## src/rtl/mii_mgmt_pkg.sv

```systemverilog
package mii_mgmt_pkg;

  // Host register offsets
  localparam int HOFF_CMD  = 0;
  localparam int HOFF_ADDR = 1;
  localparam int HOFF_TXD  = 2;
  localparam int HOFF_RXD  = 3;
  localparam int HOFF_STAT = 4;

  // Command word bits
  localparam int CMD_SCAN = 0;
  localparam int CMD_RD   = 1;
  localparam int CMD_WR   = 2;
  localparam int CMD_W    = 3;

  // Address register field positions
  localparam int PHYF_LSB = 0;
  localparam int REGF_LSB = 8;

  // PHY side constants
  localparam int          SOFT_RST_BIT = 15;
  localparam int          LINK_REG     = 1;
  localparam int          LINK_BIT     = 2;
  localparam int          PARTNER_REG  = 5;
  localparam logic [15:0] PARTNER_SET  = 16'h01E1;
  localparam logic [15:0] PARTNER_KEEP = 16'h01FF;

  function automatic logic [15:0] phy_rst_val(input int idx);
    case (idx)
      0:       return 16'h1000;
      1:       return 16'h7868;
      2:       return 16'h2000;
      3:       return 16'h5C90;
      4:       return 16'h01E1;
      default: return 16'h0000;
    endcase
  endfunction

  function automatic bit phy_read_only(input int idx);
    return (idx >= 1) && (idx <= 3);
  endfunction

endpackage

```

## src/rtl/mgmt_phy_regs.sv

```systemverilog
module mgmt_phy_regs
  import mii_mgmt_pkg::*;
#(
  parameter int DATA_W   = 16,
  parameter int NUM_REGS = 16,
  parameter int IDX_W    = 5
) (
  input  logic              clk,
  input  logic              rst_n,
  input  logic              link_up,
  input  logic              wr_en,
  input  logic [IDX_W-1:0]  wr_idx,
  input  logic [DATA_W-1:0] wr_data,
  input  logic [IDX_W-1:0]  rd_idx,
  output logic [DATA_W-1:0] rd_next,
  output logic              link_chg
);

  localparam int SEL_W = $clog2(NUM_REGS);

  logic              link_q;
  logic              soft_rst;
  logic [DATA_W-1:0] nxt_arr [NUM_REGS];

  always_ff @(posedge clk) begin
    if (!rst_n) link_q <= 1'b0;
    else        link_q <= link_up;
  end

  assign link_chg = link_up ^ link_q;
  assign soft_rst = wr_en && (wr_idx == '0) && wr_data[SOFT_RST_BIT];

  for (genvar i = 0; i < NUM_REGS; i++) begin : g_ent
    localparam logic [DATA_W-1:0] RST = DATA_W'(phy_rst_val(i));
    localparam bit                RO  = phy_read_only(i);

    logic [DATA_W-1:0] cur_q;
    logic [DATA_W-1:0] nxt;
    logic              hit;

    assign hit = wr_en && !soft_rst && !RO && (wr_idx == IDX_W'(i));

    always_comb begin
      nxt = soft_rst ? RST : cur_q;
      if (hit) nxt = wr_data;
      if (soft_rst || link_chg) begin
        if (i == LINK_REG)    nxt[LINK_BIT] = link_up;
        if (i == PARTNER_REG) nxt = link_up ? (nxt | DATA_W'(PARTNER_SET))
                                            : (nxt & DATA_W'(PARTNER_KEEP));
      end
    end

    always_ff @(posedge clk) begin
      if (!rst_n) cur_q <= RST;
      else        cur_q <= nxt;
    end

    assign nxt_arr[i] = nxt;
  end

  // Read returns the value the register holds after this cycle
  always_comb begin
    if (int'(rd_idx) < NUM_REGS) rd_next = nxt_arr[rd_idx[SEL_W-1:0]];
    else                         rd_next = '0;
  end

endmodule

```

## src/rtl/mgmt_host_regs.sv

```systemverilog
module mgmt_host_regs
  import mii_mgmt_pkg::*;
#(
  parameter int DATA_W  = 16,
  parameter int IDX_W   = 5,
  parameter int PHY_ID  = 1,
  parameter int HOST_AW = 3,
  parameter int HOST_DW = 32
) (
  input  logic               clk,
  input  logic               rst_n,
  input  logic               host_we,
  input  logic [HOST_AW-1:0] host_addr,
  input  logic [HOST_DW-1:0] host_wdata,
  input  logic               link_up,
  input  logic               link_chg,
  input  logic [DATA_W-1:0]  phy_rd_next,
  output logic               phy_wr_en,
  output logic [IDX_W-1:0]   phy_wr_idx,
  output logic [DATA_W-1:0]  phy_wr_data,
  output logic [IDX_W-1:0]   phy_rd_idx,
  output logic [IDX_W-1:0]   phy_addr_q,
  output logic [IDX_W-1:0]   reg_idx_q,
  output logic [DATA_W-1:0]  tx_data_q,
  output logic [DATA_W-1:0]  rx_data_q,
  output logic [CMD_W-1:0]   cmd_q,
  output logic               link_fail_q
);

  logic we_cmd, we_addr, we_txd;
  logic phy_sel;
  logic rd_req;
  wire  unused_wdata_hi = ^host_wdata[HOST_DW-1:DATA_W];

  assign we_cmd  = host_we && (host_addr == HOST_AW'(HOFF_CMD));
  assign we_addr = host_we && (host_addr == HOST_AW'(HOFF_ADDR));
  assign we_txd  = host_we && (host_addr == HOST_AW'(HOFF_TXD));
  assign phy_sel = (phy_addr_q == IDX_W'(PHY_ID));
  assign rd_req  = we_cmd && host_wdata[CMD_RD];

  // PHY write path: command-driven or immediate on transmit-data write
  always_comb begin
    phy_wr_en   = 1'b0;
    phy_wr_data = tx_data_q;
    if (we_cmd && host_wdata[CMD_WR] && phy_sel) begin
      phy_wr_en = 1'b1;
    end else if (we_txd && phy_sel) begin
      phy_wr_en   = 1'b1;
      phy_wr_data = host_wdata[DATA_W-1:0];
    end
  end

  assign phy_wr_idx = reg_idx_q;
  assign phy_rd_idx = reg_idx_q;

  always_ff @(posedge clk) begin
    if (!rst_n) begin
      phy_addr_q <= '0;
      reg_idx_q  <= '0;
      tx_data_q  <= '0;
      cmd_q      <= '0;
    end else begin
      if (we_addr) begin
        phy_addr_q <= host_wdata[PHYF_LSB +: IDX_W];
        reg_idx_q  <= host_wdata[REGF_LSB +: IDX_W];
      end
      if (we_txd) tx_data_q <= host_wdata[DATA_W-1:0];
      if (we_cmd) cmd_q     <= host_wdata[CMD_W-1:0];
    end
  end

  always_ff @(posedge clk) begin
    if (!rst_n) begin
      rx_data_q <= '0;
    end else if (rd_req) begin
      rx_data_q <= phy_sel ? phy_rd_next : '1;
    end
  end

  always_ff @(posedge clk) begin
    if (!rst_n) begin
      link_fail_q <= 1'b0;
    end else if (rd_req || (cmd_q[CMD_SCAN] && link_chg)) begin
      link_fail_q <= !link_up;
    end
  end

endmodule

```

## src/rtl/mii_mgmt_regfile.sv

```systemverilog
module mii_mgmt_regfile
  import mii_mgmt_pkg::*;
#(
  parameter int DATA_W   = 16,
  parameter int NUM_REGS = 16,
  parameter int PHY_ID   = 1,
  parameter int HOST_AW  = 3,
  parameter int HOST_DW  = 32
) (
  input  logic               clk,
  input  logic               rst_n,
  input  logic               host_we,
  input  logic [HOST_AW-1:0] host_addr,
  input  logic [HOST_DW-1:0] host_wdata,
  output logic [HOST_DW-1:0] host_rdata,
  input  logic               link_up
);

  localparam int IDX_W = 5;

  logic              phy_wr_en;
  logic [IDX_W-1:0]  phy_wr_idx;
  logic [DATA_W-1:0] phy_wr_data;
  logic [IDX_W-1:0]  phy_rd_idx;
  logic [DATA_W-1:0] phy_rd_next;
  logic              link_chg;
  logic [IDX_W-1:0]  phy_addr_q;
  logic [IDX_W-1:0]  reg_idx_q;
  logic [DATA_W-1:0] tx_data_q;
  logic [DATA_W-1:0] rx_data_q;
  logic [CMD_W-1:0]  cmd_q;
  logic              link_fail_q;

  mgmt_host_regs #(
    .DATA_W (DATA_W),
    .IDX_W  (IDX_W),
    .PHY_ID (PHY_ID),
    .HOST_AW(HOST_AW),
    .HOST_DW(HOST_DW)
  ) u_host (
    .clk        (clk),
    .rst_n      (rst_n),
    .host_we    (host_we),
    .host_addr  (host_addr),
    .host_wdata (host_wdata),
    .link_up    (link_up),
    .link_chg   (link_chg),
    .phy_rd_next(phy_rd_next),
    .phy_wr_en  (phy_wr_en),
    .phy_wr_idx (phy_wr_idx),
    .phy_wr_data(phy_wr_data),
    .phy_rd_idx (phy_rd_idx),
    .phy_addr_q (phy_addr_q),
    .reg_idx_q  (reg_idx_q),
    .tx_data_q  (tx_data_q),
    .rx_data_q  (rx_data_q),
    .cmd_q      (cmd_q),
    .link_fail_q(link_fail_q)
  );

  mgmt_phy_regs #(
    .DATA_W  (DATA_W),
    .NUM_REGS(NUM_REGS),
    .IDX_W   (IDX_W)
  ) u_phy (
    .clk     (clk),
    .rst_n   (rst_n),
    .link_up (link_up),
    .wr_en   (phy_wr_en),
    .wr_idx  (phy_wr_idx),
    .wr_data (phy_wr_data),
    .rd_idx  (phy_rd_idx),
    .rd_next (phy_rd_next),
    .link_chg(link_chg)
  );

  always_comb begin
    host_rdata = '0;
    case (int'(host_addr))
      HOFF_CMD:  host_rdata[CMD_W-1:0] = cmd_q;
      HOFF_ADDR: begin
        host_rdata[PHYF_LSB +: IDX_W] = phy_addr_q;
        host_rdata[REGF_LSB +: IDX_W] = reg_idx_q;
      end
      HOFF_TXD:  host_rdata[DATA_W-1:0] = tx_data_q;
      HOFF_RXD:  host_rdata[DATA_W-1:0] = rx_data_q;
      HOFF_STAT: host_rdata[0] = link_fail_q;
      default:   host_rdata = '0;
    endcase
  end

endmodule

```

## config.mk

```make
export PLATFORM = sky130hd
export DESIGN_NAME = mii_mgmt_regfile
export DESIGN_NICKNAME = d
export VERILOG_FILES = /design/src/rtl/mii_mgmt_pkg.sv /design/src/rtl/mgmt_phy_regs.sv /design/src/rtl/mgmt_host_regs.sv /design/src/rtl/mii_mgmt_regfile.sv
export SDC_FILE = /design/constraint.sdc
export NUM_CORES = 1
export LEC_CHECK = 0
export CAP_MARGIN = 20
export CORE_UTILIZATION = 60
export CTS_BUF_LIST = sky130_fd_sc_hd__clkbuf_8
export DETAILED_ROUTE_END_ITERATION = 16
export PLACE_DENSITY = 0.79
export SYNTH_ARGS = -nofsm -noshare
export SYNTH_HDL_FRONTEND = slang
export SYNTH_SLANG_ARGS = --single-unit
```

## constraint.sdc

```tcl
create_clock -name clk -period 4.3 [get_ports clk]
set_clock_uncertainty 0.2 [all_clocks]
set_input_delay 0.86 -clock clk [delete_from_list [all_inputs] [get_ports clk]]
set_output_delay 0.86 -clock clk [all_outputs]
set_load 0.03 [all_outputs]
```

# After elaboration in Yosys (flattened, before gate mapping)
# Cells that the tools add are included.
# totals
register_bits,303
out_inout_bits,32
# classes
n_lt_le_gt_ge,2
eq_ne,17
n_mux,47
n_bitwise,2
n_reduce_logical,30
# ops
op,n
$mux W16,37
$bmux W16 S4,1
$eq A5 B4 Y1 const B,8
$logic_and A1 B1 Y1,24
$eq A5 B3 Y1 const B,4
$pmux W5 S3,1
$pmux W3 S2,2
$pmux W2 S4,1
$eq A3 B2 Y1 const B,2
$pmux W2 S3,1
$eq A5 B1 Y1 const B,1
$ge A5 B5 Y1 const B,1
$logic_not A5 Y1,1
$lt A5 B5 Y1 const B,1
$not A4 Y5,1
$pmux W1 S5,1
$eq A3 B1 Y1 const B,1
$eq A3 B3 Y1 const B,1
$logic_not A3 Y1,1
$mux W1,3
$logic_not A1 Y1,2
$logic_or A1 B1 Y1,2
$xor A1 B1 Y1,1

# Longest topological paths before layout
# depth
ltp_word,18
depth_mapped,12
mapped_depth_nobuf,8

# Cells and area by module
# A second synthesis with hierarchy kept.
# unflattened
cells_unflattened,1780
hier_area_um2,15399.8
# by_module_without_submodules
mod,n_inst,cells_per_inst,area_per_inst_um2,seq_area_each_um2
mgmt_phy_regs,1,1511,12789.8,5144.9
mgmt_host_regs,1,203,2069.5,920.9
mii_mgmt_regfile,1,66,540.5,0.0

# Least setup slack after synthesis
# No wires, ideal clock.
# synth_path
path_type,input -> output
from,input host_addr[0]
to,output host_rdata[0]
arrival_ps,2368
setup_slack_ps,872
stages,5
path_buffers,2
cell_sequence,buf_1 > buf_1 > mux4_2 > inv_1 > o32ai_1
# synth_via
elab_chain_len,2
word_cells_on_any_way,6
classes_between,eq/ne: 4; mux: 1; reduce/logical: 1
# synth_rtl
element,line_no,rtl
start: declaration,mii_mgmt_regfile.sv:13,"input logic [HOST_AW-1:0] host_addr,"
"$eq A3 B3 Y1, or another cell as far along",mii_mgmt_regfile.sv:79,case (int'(host_addr))
$pmux W1 S5 (*),mii_mgmt_regfile.sv:79,
end: declaration,mii_mgmt_regfile.sv:15,"output logic [HOST_DW-1:0] host_rdata,"
# Mark *: on every way between the ends. The rest lies on a longest branch, timed or not.

# Worst setup path in the final report
# layout_path
from,input host_addr[1]
to,output host_rdata[2]
# layout_via
elab_chain_len,2
word_cells_on_any_way,5
classes_between,eq/ne: 3; mux: 1; reduce/logical: 1
# layout_rtl
element,line_no
"$eq A3 B2 Y1, or another cell as far along",mii_mgmt_regfile.sv:79
$pmux W2 S4 (*),mii_mgmt_regfile.sv:79
# Marked as above.

==> flow_metrics.env <==
export IMPL_place_congestion=1.01
export IMPL_start_util=0.617
export IMPL_ir_worst_vdd_mv=0.287
export IMPL_nets=1937
export IMPL_wirelength_mm=56.0
export IMPL_cpMostUsedCell="clkdlybuf4s50_1"
export IMPL_rsz0062_at_grt="false"
export IMPL_drt_iter0_markers=2234
export IMPL_final_max_slew_violation_count=0
export IMPL_synth_cell_type_count=82
export IMPL_yosysSeqAreaShare=0.417
export IMPL_grt_antenna_before_repair=4
export IMPL_placed_cell_area_um2=16000
export IMPL_place_ws_ns=0.0159
export IMPL_setup_viol=0
export IMPL_startpoint_type="primary input"
export IMPL_io_pins=71
export IMPL_p_leak_nw=6.27
export IMPL_fin_util=0.718
export IMPL_fmax_mhz=258
export IMPL_grt_ovfl_total=0
export IMPL_cts_resized=0
export IMPL_drt_pre_antenna_iters=6
export IMPL_path_delay_family="buffers and inverters"
export IMPL_fin_tns_setup_ns=0
export IMPL_h_tree_depth=2
export IMPL_hold_ws_ns=0.240
export IMPL_cts_tree="built"
export IMPL_grt_pass1_vias=13500
export IMPL_slowest_stage="clkdlybuf4s50_1"
export IMPL_synthTopCellsByArea="dfxtp_1 42%, nand3_1 5.8%, a21oi_1 5.6%"
export IMPL_required_ns=3.24
export IMPL_syn_instance_count=1821
export IMPL_hold_viol_final=0
export IMPL_ant_nets=0
export IMPL_numClockSinks=303
export IMPL_cts_root_buf="clkbuf_8"
export IMPL_wl_per_cell_um=24.8
export IMPL_areaGrowthSynthToFinish_pct=16.4
export IMPL_setup_ws_ns=0.423
export IMPL_grt_first_pass_wirelength_mm=82.5
export IMPL_synth_area_leader_cell="dfxtp_1"
export IMPL_max_stage_delay_ns=0.59
export IMPL_power_density_nw_per_um2=333
export IMPL_clk_latency_ns=0.58
export IMPL_die_area_um2=24900
export IMPL_endpoint_kind="output port"
export IMPL_worst_pin_slew_ns=0.912
export IMPL_layoutNonFillerInstCount=2256
export IMPL_vias=15000
export IMPL_die_h_um=158
export IMPL_grt_usage=0.449
export IMPL_hold_buffers=0
export IMPL_hp_class="reg2reg"
export IMPL_synthArstFlopShare=0
export IMPL_dp_cells=2167
export IMPL_fin_crit_sh=0.902
export IMPL_clkTransAtPathRegs_ns=0.06
export IMPL_fin_area_um2=16900
export IMPL_cts_buffer_depth=3
export IMPL_viasPerCell=6.63
export IMPL_drive_above_1_share=0.168
export IMPL_cap_violations=0
export IMPL_cts_setup_buffers=0
export IMPL_dp_hpwl_mm=38.2
export IMPL_status="complete, no violations"
export IMPL_yosys_register_bits=303
export IMPL_syn_area_um2=14600
export IMPL_synthFlopType="dfxtp_1"
export IMPL_rows=56
export IMPL_synth_top_area_frac=0.417
export IMPL_yosys_warnings=0
export IMPL_die_w_um=158
export IMPL_numCtsBuffers=48
export IMPL_path_max_fanout=23
export IMPL_core_area_um2=23600
export IMPL_path_cells="clkdlybuf4s50_1, buf_12, mux4_2, nor2b_1, clkdlybuf4s50_1"
export IMPL_grt_max_degree=68
export IMPL_numPortBuffers=38
export IMPL_cp_num_buf_inv=3
export IMPL_drc=0
export IMPL_p_total_mw=5.64
export IMPL_slew_headroom=0.391
export IMPL_arrival_ns=2.82
export IMPL_avgSynthCellArea_um2=8.00
export IMPL_critPathKind="in2out"
export IMPL_fin_crit_ns=3.88
export IMPL_synth_edf_count=0
## placed cells by master, fill, tap and decap left out, types with 16 or more instances in the layout
cell type,synthesis,final
mux2i_1,45,45
a31oi_1,34,34
clkbuf_8,0,62
o21ai_0,121,121
inv_1,7,25
buf_4,17,146
conb_1,1,16
nor3_1,25,25
mux2_2,19,19
nand3_1,170,170
nand2_1,139,139
o211ai_1,21,21
a21oi_1,162,162
nand2b_1,25,25
nor2_1,185,184
and3_1,39,39
or2_2,38,38
and2_1,79,79
buf_12,0,16
dfxtp_1,303,301
or3_1,19,19
clkdlybuf4s50_1,0,29
## cell type report
cell class / count / area (µm²)
antenna: 2 / 5.00
multi-input combinational: 1345 / 7760
timing repair buffer: 192 / 1710
sequential: 303 / 6070
inverter: 8 / 32.5
fill: 1913 / 6670
tap: 319 / 399
clock buffer: 62 / 853
clock inverter: 25 / 111
## path summary, 6_finish.rpt
check | start | slack [ns] | depth (start not counted) | to
setup / recovery | host_addr[1] | 0.42 | 5 | host_rdata[2]
hold / removal | u_phy.g_ent[1].cur_q[3]$_SDFF_PN1_ | 0.24 | 1 | u_phy.g_ent[1].cur_q[3]$_SDFF_PN1_
setup reg to reg | u_host.phy_rd_idx[3]$_SDFFE_PN0P_ | 0.59 | 11 | u_host.rx_data_q[2]$_SDFFE_PN0P_
hold reg to reg | u_phy.g_ent[1].cur_q[3]$_SDFF_PN1_ | 0.24 | 1 | u_phy.g_ent[1].cur_q[3]$_SDFF_PN1_
## where the power goes
group | total, mW | switching, mW | internal (mW)
clock network | 2.47 | 1.17 | 1.29
logic | 0.330 | 0.230 | 0.100
registers | 2.84 | 0.0191 | 2.82
## state kept, by name (all words and copies together) (netlist names)
name / count
u_host.rx_data_q: 16
u_host.cmd_q: 3
u_phy.link_q: 1
u_host.tx_data_q: 16
u_host.phy_addr_q: 5
u_host.phy_rd_idx: 5
u_host.link_fail_q: 1
u_phy.g_ent.cur_q: 256
## synth_stat cells (all sizes together), types with 4 or more instances
cell type,instances
and2,79
or2,38
a31o,8
a211oi,14
mux2i,45
o2bb2ai,4
and3,39
o32ai,4
o2111ai,5
o21ai,127
o221ai,7
clkbuf,129
mux4,4
or4,4
a21o,5
nor3,26
o211ai,21
nand4,13
a22oi,15
a311oi,4
inv,7
a2111oi,7
mux2,19
nand3,176
o31ai,5
dfxtp,303
nand2,141
a221o,4
a221oi,6
nor2,186
nor4,10
a31oi,34
nor2b,11
o21a,8
buf,51
a21oi,163
nand2b,25
o22ai,13
or3,19
## routing by layer
layer / part of all wire / vias up / track usage
li1: - / 6659 / -
met1: 0.40 / 7051 / 0.588
met2: 0.42 / 1025 / 0.677
met3: 0.13 / 216 / 0.117
met4: 0.055 / 0 / 0.233
met5: 0 / - / 0
## logic make-up after synthesis
logic type             count (synthesis)  synth area share
muxes                                 68            0.0518
DFF                                  303             0.417
AOI/OAI and AO/OA                    486             0.207
and+or+nand+nor                      775             0.269
buffers and inverters                188            0.0558
other                                  1          0.000258
Power figures use the tool's default switching activity.
